==> src/rtl/nvm_cmd_pkg.sv <==
// Shared definitions for the command launch controller: register
// addresses, command codes and status bit positions.
package nvm_cmd_pkg;
    typedef enum logic [1:0] {
        A_DIV  = 2'd0,
        A_IDX  = 2'd1,
        A_BUF  = 2'd2,
        A_STAT = 2'd3
    } reg_addr_e;

    localparam logic [7:0] OP_PROG   = 8'h01;
    localparam logic [7:0] OP_ERASE  = 8'h02;
    localparam logic [7:0] OP_VERIFY = 8'h03;

    localparam int ST_DONE = 7;
    localparam int ST_ACC  = 5;
    localparam int ST_PROT = 4;
endpackage

==> src/rtl/nvm_div_gen.sv <==
// Divider register with a sticky loaded flag, plus the divided tick.
// Assumes: writes are dropped while busy; restart realigns the tick phase.
module nvm_div_gen #(
    parameter int DIV_W = 7
) (
    input  logic             clk,
    input  logic             rst_n,
    input  logic             div_wr,
    input  logic [DIV_W-1:0] div_in,
    input  logic             busy,
    input  logic             restart,
    output logic [DIV_W-1:0] div_q,
    output logic             loaded_q,
    output logic             tick
);
    logic [DIV_W-1:0] cnt_q;
    logic             take_wr;

    assign take_wr = div_wr && !busy;
    assign tick    = loaded_q && (cnt_q == div_q);

    // Hold the divider value and the loaded flag.
    always_ff @(posedge clk) begin
        if (!rst_n) begin
            div_q    <= '0;
            loaded_q <= 1'b0;
        end else if (take_wr) begin
            div_q    <= div_in;
            loaded_q <= 1'b1;
        end
    end

    // Phase counter producing one tick every div_q+1 cycles.
    always_ff @(posedge clk) begin
        if (!rst_n || take_wr || restart) begin
            cnt_q <= '0;
        end else if (loaded_q) begin
            cnt_q <= (cnt_q == div_q) ? '0 : cnt_q + 1'b1;
        end
    end

    p_loaded_sticky_r2: assert property (@(posedge clk) disable iff (!rst_n)
        loaded_q |=> loaded_q);
    p_no_tick_idle_r3: assert property (@(posedge clk) disable iff (!rst_n)
        !loaded_q |-> !tick);
    p_div_frozen_r11: assert property (@(posedge clk) disable iff (!rst_n)
        busy |=> $stable(div_q));
endmodule

==> src/rtl/nvm_cmd_buf.sv <==
// Command buffer: an index register and NWORDS data words.
// Word 0 carries the command code. Assumes: writes are dropped while busy.
module nvm_cmd_buf #(
    parameter int DATA_W = 16,
    parameter int NWORDS = 4,
    localparam int IDX_W = $clog2(NWORDS)
) (
    input  logic              clk,
    input  logic              rst_n,
    input  logic              idx_wr,
    input  logic              word_wr,
    input  logic [DATA_W-1:0] wdata,
    input  logic              busy,
    output logic [IDX_W-1:0]  idx_q,
    output logic [DATA_W-1:0] sel_word,
    output logic [7:0]        code
);
    logic [DATA_W-1:0] words_q [NWORDS];

    // Index register, frozen while a command runs.
    always_ff @(posedge clk) begin
        if (!rst_n) idx_q <= '0;
        else if (idx_wr && !busy) idx_q <= wdata[IDX_W-1:0];
    end

    for (genvar g = 0; g < NWORDS; g++) begin : g_word
        // One buffer word, written when the index selects it.
        always_ff @(posedge clk) begin
            if (!rst_n) words_q[g] <= '0;
            else if (word_wr && !busy && idx_q == IDX_W'(g)) words_q[g] <= wdata;
        end

        p_word_frozen_r10: assert property (@(posedge clk) disable iff (!rst_n)
            busy |=> $stable(words_q[g]));
    end

    assign sel_word = words_q[idx_q];
    assign code     = words_q[0][7:0];

    p_idx_frozen_r10: assert property (@(posedge clk) disable iff (!rst_n)
        busy |=> $stable(idx_q));
endmodule

==> src/rtl/nvm_busy_timer.sv <==
// Busy-timer stand-in for the array. It counts 'step' pulses after
// a start and pulses 'expire' on the last one. Assumes: start_cnt >= 1.
module nvm_busy_timer #(
    parameter int CNT_W = 8
) (
    input  logic             clk,
    input  logic             rst_n,
    input  logic             start,
    input  logic [CNT_W-1:0] start_cnt,
    input  logic             step,
    output logic             active,
    output logic             expire
);
    logic [CNT_W-1:0] left_q;

    assign active = (left_q != '0);
    assign expire = active && step && (left_q == CNT_W'(1));

    // Remaining-units counter.
    always_ff @(posedge clk) begin
        if (!rst_n) left_q <= '0;
        else if (start) left_q <= start_cnt;
        else if (active && step) left_q <= left_q - 1'b1;
    end

    p_no_restart_r12: assert property (@(posedge clk) disable iff (!rst_n)
        start |-> !active);
endmodule

==> src/rtl/nvm_cmd_front.sv <==
// Top of the command launch controller. It decodes register writes,
// validates launch requests, keeps the status flags and drives the busy timer.
// Assumes: DATA_W >= 16 and a single write port, so one register is written per cycle.
module nvm_cmd_front
    import nvm_cmd_pkg::*;
#(
    parameter int DATA_W        = 16,
    parameter int DIV_W         = 7,
    parameter int NPARAM        = 3,
    parameter int CNT_W         = 8,
    parameter int PROG_TICKS    = 4,
    parameter int ERASE_TICKS   = 6,
    parameter int VERIFY_CYCLES = 5
) (
    input  logic              clk,
    input  logic              rst_n,
    input  logic              bus_we,
    input  logic [1:0]        bus_addr,
    input  logic [DATA_W-1:0] bus_wdata,
    input  logic [1:0]        bus_raddr,
    output logic [DATA_W-1:0] bus_rdata,
    input  logic              prot_viol,
    input  logic              clk_slow,
    output logic              fclk_tick,
    output logic              cmd_busy
);
    localparam int NWORDS = NPARAM + 1;
    localparam int IDX_W  = $clog2(NWORDS);

    logic              done_q, acc_q, prot_q, timed_q;
    logic              stat_wr, go_req, launch;
    logic              is_timed, is_known, set_acc, set_prot;
    logic              div_loaded, timer_active, timer_expire;
    logic [DIV_W-1:0]  div_val;
    logic [IDX_W-1:0]  idx_val;
    logic [DATA_W-1:0] sel_word;
    logic [7:0]        code;
    logic [CNT_W-1:0]  load_cnt;

    assign cmd_busy = !done_q;
    assign stat_wr  = bus_we && (bus_addr == A_STAT);

    nvm_div_gen #(.DIV_W(DIV_W)) u_div (
        .clk(clk), .rst_n(rst_n),
        .div_wr(bus_we && bus_addr == A_DIV), .div_in(bus_wdata[DIV_W-1:0]),
        .busy(cmd_busy), .restart(launch),
        .div_q(div_val), .loaded_q(div_loaded), .tick(fclk_tick)
    );

    nvm_cmd_buf #(.DATA_W(DATA_W), .NWORDS(NWORDS)) u_buf (
        .clk(clk), .rst_n(rst_n),
        .idx_wr(bus_we && bus_addr == A_IDX), .word_wr(bus_we && bus_addr == A_BUF),
        .wdata(bus_wdata), .busy(cmd_busy),
        .idx_q(idx_val), .sel_word(sel_word), .code(code)
    );

    nvm_busy_timer #(.CNT_W(CNT_W)) u_tmr (
        .clk(clk), .rst_n(rst_n),
        .start(launch), .start_cnt(load_cnt),
        .step(timed_q ? fclk_tick : 1'b1),
        .active(timer_active), .expire(timer_expire)
    );

    // Launch validation against the flags as they stand before this write.
    always_comb begin
        is_timed = (code == OP_PROG) || (code == OP_ERASE);
        is_known = is_timed || (code == OP_VERIFY);
        go_req   = stat_wr && bus_wdata[ST_DONE] && done_q && !acc_q && !prot_q;
        set_acc  = go_req && (!is_known || (is_timed && (!div_loaded || clk_slow)));
        set_prot = go_req && !set_acc && is_timed && prot_viol;
        launch   = go_req && !set_acc && !set_prot;
        case (code)
            OP_PROG:  load_cnt = CNT_W'(PROG_TICKS);
            OP_ERASE: load_cnt = CNT_W'(ERASE_TICKS);
            default:  load_cnt = CNT_W'(VERIFY_CYCLES);
        endcase
    end

    // Status flags: complete, access error, protection error, timed type.
    always_ff @(posedge clk) begin
        if (!rst_n) begin
            done_q  <= 1'b1;
            acc_q   <= 1'b0;
            prot_q  <= 1'b0;
            timed_q <= 1'b0;
        end else begin
            if (launch) begin
                done_q  <= 1'b0;
                timed_q <= is_timed;
            end else if (timer_expire) begin
                done_q  <= 1'b1;
            end
            acc_q  <= set_acc  | (acc_q  & ~(stat_wr & bus_wdata[ST_ACC]));
            prot_q <= set_prot | (prot_q & ~(stat_wr & bus_wdata[ST_PROT]));
        end
    end

    // Readback multiplexer.
    always_comb begin
        bus_rdata = '0;
        case (bus_raddr)
            A_DIV: begin
                bus_rdata[DATA_W-1]  = div_loaded;
                bus_rdata[DIV_W-1:0] = div_val;
            end
            A_IDX:   bus_rdata[IDX_W-1:0] = idx_val;
            A_BUF:   bus_rdata = sel_word;
            default: begin
                bus_rdata[ST_DONE] = done_q;
                bus_rdata[ST_ACC]  = acc_q;
                bus_rdata[ST_PROT] = prot_q;
            end
        endcase
    end

    p_launch_clear_r6: assert property (@(posedge clk) disable iff (!rst_n)
        $fell(done_q) |-> $past(!acc_q && !prot_q));
    p_launch_div_r4: assert property (@(posedge clk) disable iff (!rst_n)
        ($fell(done_q) && timed_q) |-> $past(div_loaded && !clk_slow));
    p_prot_no_launch_r9: assert property (@(posedge clk) disable iff (!rst_n)
        $rose(prot_q) |-> done_q);
    p_timer_tracks_busy_r12: assert property (@(posedge clk) disable iff (!rst_n)
        timer_active == !done_q);
endmodule

==> config.mk <==
export PLATFORM = sky130hd
export DESIGN_NAME = nvm_cmd_front
export DESIGN_NICKNAME = d
export VERILOG_FILES = /design/src/rtl/nvm_cmd_pkg.sv /design/src/rtl/nvm_div_gen.sv /design/src/rtl/nvm_cmd_buf.sv /design/src/rtl/nvm_busy_timer.sv /design/src/rtl/nvm_cmd_front.sv
export SDC_FILE = /design/constraint.sdc
export NUM_CORES = 1
export LEC_CHECK = 0
export BUFFER_PORTS_ARGS = -buffer_cell sky130_fd_sc_hd__buf_2
export CAP_MARGIN = 20
export CELL_PAD_IN_SITES_DETAIL_PLACEMENT = 1
export CELL_PAD_IN_SITES_GLOBAL_PLACEMENT = 1
export CORE_MARGIN = 2
export CORE_UTILIZATION = 40
export CTS_CLUSTER_DIAMETER = 100
export DETAILED_ROUTE_END_ITERATION = 8
export PLACE_DENSITY_LB_ADDON = 0.15
export SLEW_MARGIN = 0
export SYNTH_ARGS = -nofsm -noshare
export SYNTH_HDL_FRONTEND = slang
export SYNTH_SLANG_ARGS = --single-unit
==> constraint.sdc <==
create_clock -name clk -period 2.72 [get_ports clk]
set_input_delay 0.408 -clock clk [delete_from_list [all_inputs] [get_ports clk]]
set_output_delay 0.408 -clock clk [all_outputs]
set_load 0.01 [all_outputs]
==> results_dict.tcl <==
set metrics [dict create \
    status "finished clean" \
    power.density_mw_per_mm2 652 \
    startpoint_type "register" \
    drc 0 \
    setup_violations 0 \
    clk_pin_slew_worst_paths_ns 0.07 \
    portBuffers 42 \
    n_antenna_cell 0 \
    crit_type "register to output port" \
    rows 38 \
    synth_edf_count 64 \
    drv_slew 0 \
    ant_nets 0 \
    drt_wl_total_mm 11.7 \
    die_w_um 111 \
    core_region_area_mm2 0.0110 \
    dpl.cell_count 570 \
    grt_max_degree 17 \
    cp_slowest_cell "mux4_2" \
    syn_to_final_growth_pct 15.4 \
    grt_pass1_wl_mm 19.1 \
    nNetsFinal 469 \
    mostFrequentLayoutCells "and2_1 (65), edfxtp_1 (64), buf_2 (42)" \
    clock-sinks 95 \
    antenna_found_initial 0 \
    cts_tree "built" \
    layout_commonest_cell "and2_1" \
    critical_path.max_fanout 8 \
    clockBufferDepth 2 \
    grt_usage_pct 20.4 \
    drive_gt1_share_pct 20.9 \
    dpl.hpwl_mm 8.17 \
    crit_required_ns 2.31 \
    clk_latency_ns 0.34 \
    synth-warning-count 0 \
    ios 43 \
    end_kind "output port" \
    synth_seq_cells 95 \
    detail_route.wl_per_cell_um 19.9 \
    ir_drop_v 0.000352 \
    overflow 0 \
    slew_headroom_pct 47.2 \
    final_area_mm2 0.00526 \
    initial_core_util_pct 41.5 \
    cts-resized-gates 0 \
    hp-class "input port to register" \
    async_reset_ff_share_pct 0 \
    synthCells 390 \
    fin_crit_ns 2.49 \
    cap_violations 0 \
    slowest_delay_ns 0.57 \
    die_h_um 111 \
    post_synth.cell_area_avg_um2 11.7 \
    avgViaCountPerCell 5.37 \
    cp_data_arrival_time_ns 2.09 \
    finalCritPeriodShare_pct 91.7 \
    post_cts_buffers 0 \
    fmaxAchievable_ghz 0.401 \
    tightest_slew_ns 0.788 \
    cts_max_level 3 \
    p_leak_uw 0.00207 \
    crit_family "multiplexers" \
    die_area_mm2 0.0123 \
    seq_area_frac_synth_pct 55.8 \
    finalHoldViolCount 0 \
    drt_pass1_iterations 4 \
    final-instance-count-excl-fill 586 \
    dpl_cell_area_mm2 0.00497 \
    crit_path_cell_trace "buf_4 > mux4_2 > mux2i_1 > nor2_1 > buf_2" \
    place_congestion 0.896 \
    syn-num-nets 418 \
    cts_buffers 9 \
    synth.distinct_cells 51 \
    grt_pass1_vias 3473 \
    drtIter0Drc 134 \
    postCtsHoldBufs 0 \
    netlist_area_mm2 0.00456 \
    num_vias 3147 \
    ctsRootBufferMaster "clkbuf_16" \
    ys.flop_type "edfxtp_1" \
    grt_setup_unrepaired "false" \
    crit_buf_inv 2 \
    clock_skew_ns 0.00765 \
    finalSetupTns_ns 0 \
]
power by group:
group          total (µW)  switching (µW)  internal [µW]  leakage, µW
registers            1680            56.9           1620     0.000916
logic                 536             306            230      0.00101
clock network        1210             557            654     0.000137
total                3430             920           2510      0.00207
tightest hold or removal path: stages:
cell and delay [ns]:
buf_2 0.13, nand2_1 0.06, a21oi_1 0.06
metal layers:
metal | vias up | part of all wire (%) | track usage, %
met4 | 0 | 1.5 | 7.08
met2 | 56 | 48 | 32.9
li1 | 1505 | - | -
met5 | - | 0 | 0
met3 | 14 | 3.4 | 3.50
met1 | 1572 | 47 | 27.9
per-stage QoR:
stage / hold WS (ns) / total power, µW / setup WS [ns] / utilization (%)
global placement: 0.459 / 2220 / 0.474 / 45.3
detailed placement: 0.479 / 2240 / 0.445 / 45.3
floorplan: 0.446 / 2070 / 0.383 / -
CTS: 0.351 / 3450 / 0.204 / 47.8
global route: 0.370 / 3590 / 0.0883 / 47.8
finish: 0.367 / 3430 / 0.226 / 47.8
final cells by class:
class,instances,area (µm²)
fillers,1182,5730
flip-flops and latches,95,2540
multi-input cells,268,1900
repair buffers,55,308
clock buffers,11,243
well taps,140,175
inverters,12,47.5
clock inverters,5,38.8
kinds of logic (layout without fill, tap and decap cells):
family	after synthesis	in the layout	synth area share, %
multiplexers	27	27	10.4
buffers and inverters	27	83	2.47
AND/OR/NAND/NOR	180	180	21.5
adder cells (fa/ha/maj)	3	3	0.824
flip-flops	95	95	55.8
XOR/XNOR	13	13	2.50
AO/OA/AOI/OAI	45	45	6.48
final timing paths:
check	start	endpoint	slack (ns)	cells past startpoint
min reg2reg	u_tmr.left_q[5]$_SDFFE_PN0P_	u_tmr.left_q[5]$_SDFFE_PN0P_	0.49	2
min	bus_wdata[3]	u_div.div_q[3]$_SDFFE_PN0P_	0.37	3
max	register	bus_rdata[15]	0.23	5
max reg2reg	u_buf.words_q[0][0]$_SDFFCE_PN0P_	u_div.cnt_q[6]$_SDFFE_PP0P_	0.46	5
synthesized netlist by cell type, types with 7 or more instances:
| master | count | area share [%] |
|---|---|---|
| nor2b_1 | 8 | 1.1 |
| nand2_1 | 39 | 3.2 |
| mux2i_1 | 9 | 2.0 |
| edfxtp_1 | 64 | 42 |
| mux4_2 | 16 | 7.9 |
| inv_1 | 11 | 0.91 |
| o21ai_0 | 8 | 0.88 |
| clkbuf_1 | 13 | 1.1 |
| dfxtp_1 | 31 | 14 |
| nor2_1 | 29 | 2.4 |
| and2_1 | 65 | 8.9 |
| xnor2_1 | 7 | 1.3 |
| nand3_1 | 7 | 0.77 |
| a21oi_1 | 13 | 1.4 |
flip-flops by register name (all words and copies together), names as in the netlist, named ones only:
| signal | flops |
|---|---|
| acc_q | 1 |
| done_q | 1 |
| prot_q | 1 |
| timed_q | 1 |
| u_buf.idx_q | 2 |
| u_buf.words_q | 64 |
| u_div.cnt_q | 7 |
| u_div.div_q | 7 |
| u_div.loaded_q | 1 |
| u_tmr.left_q | 8 |
Note: power is estimated with default switching activity, not from simulation.
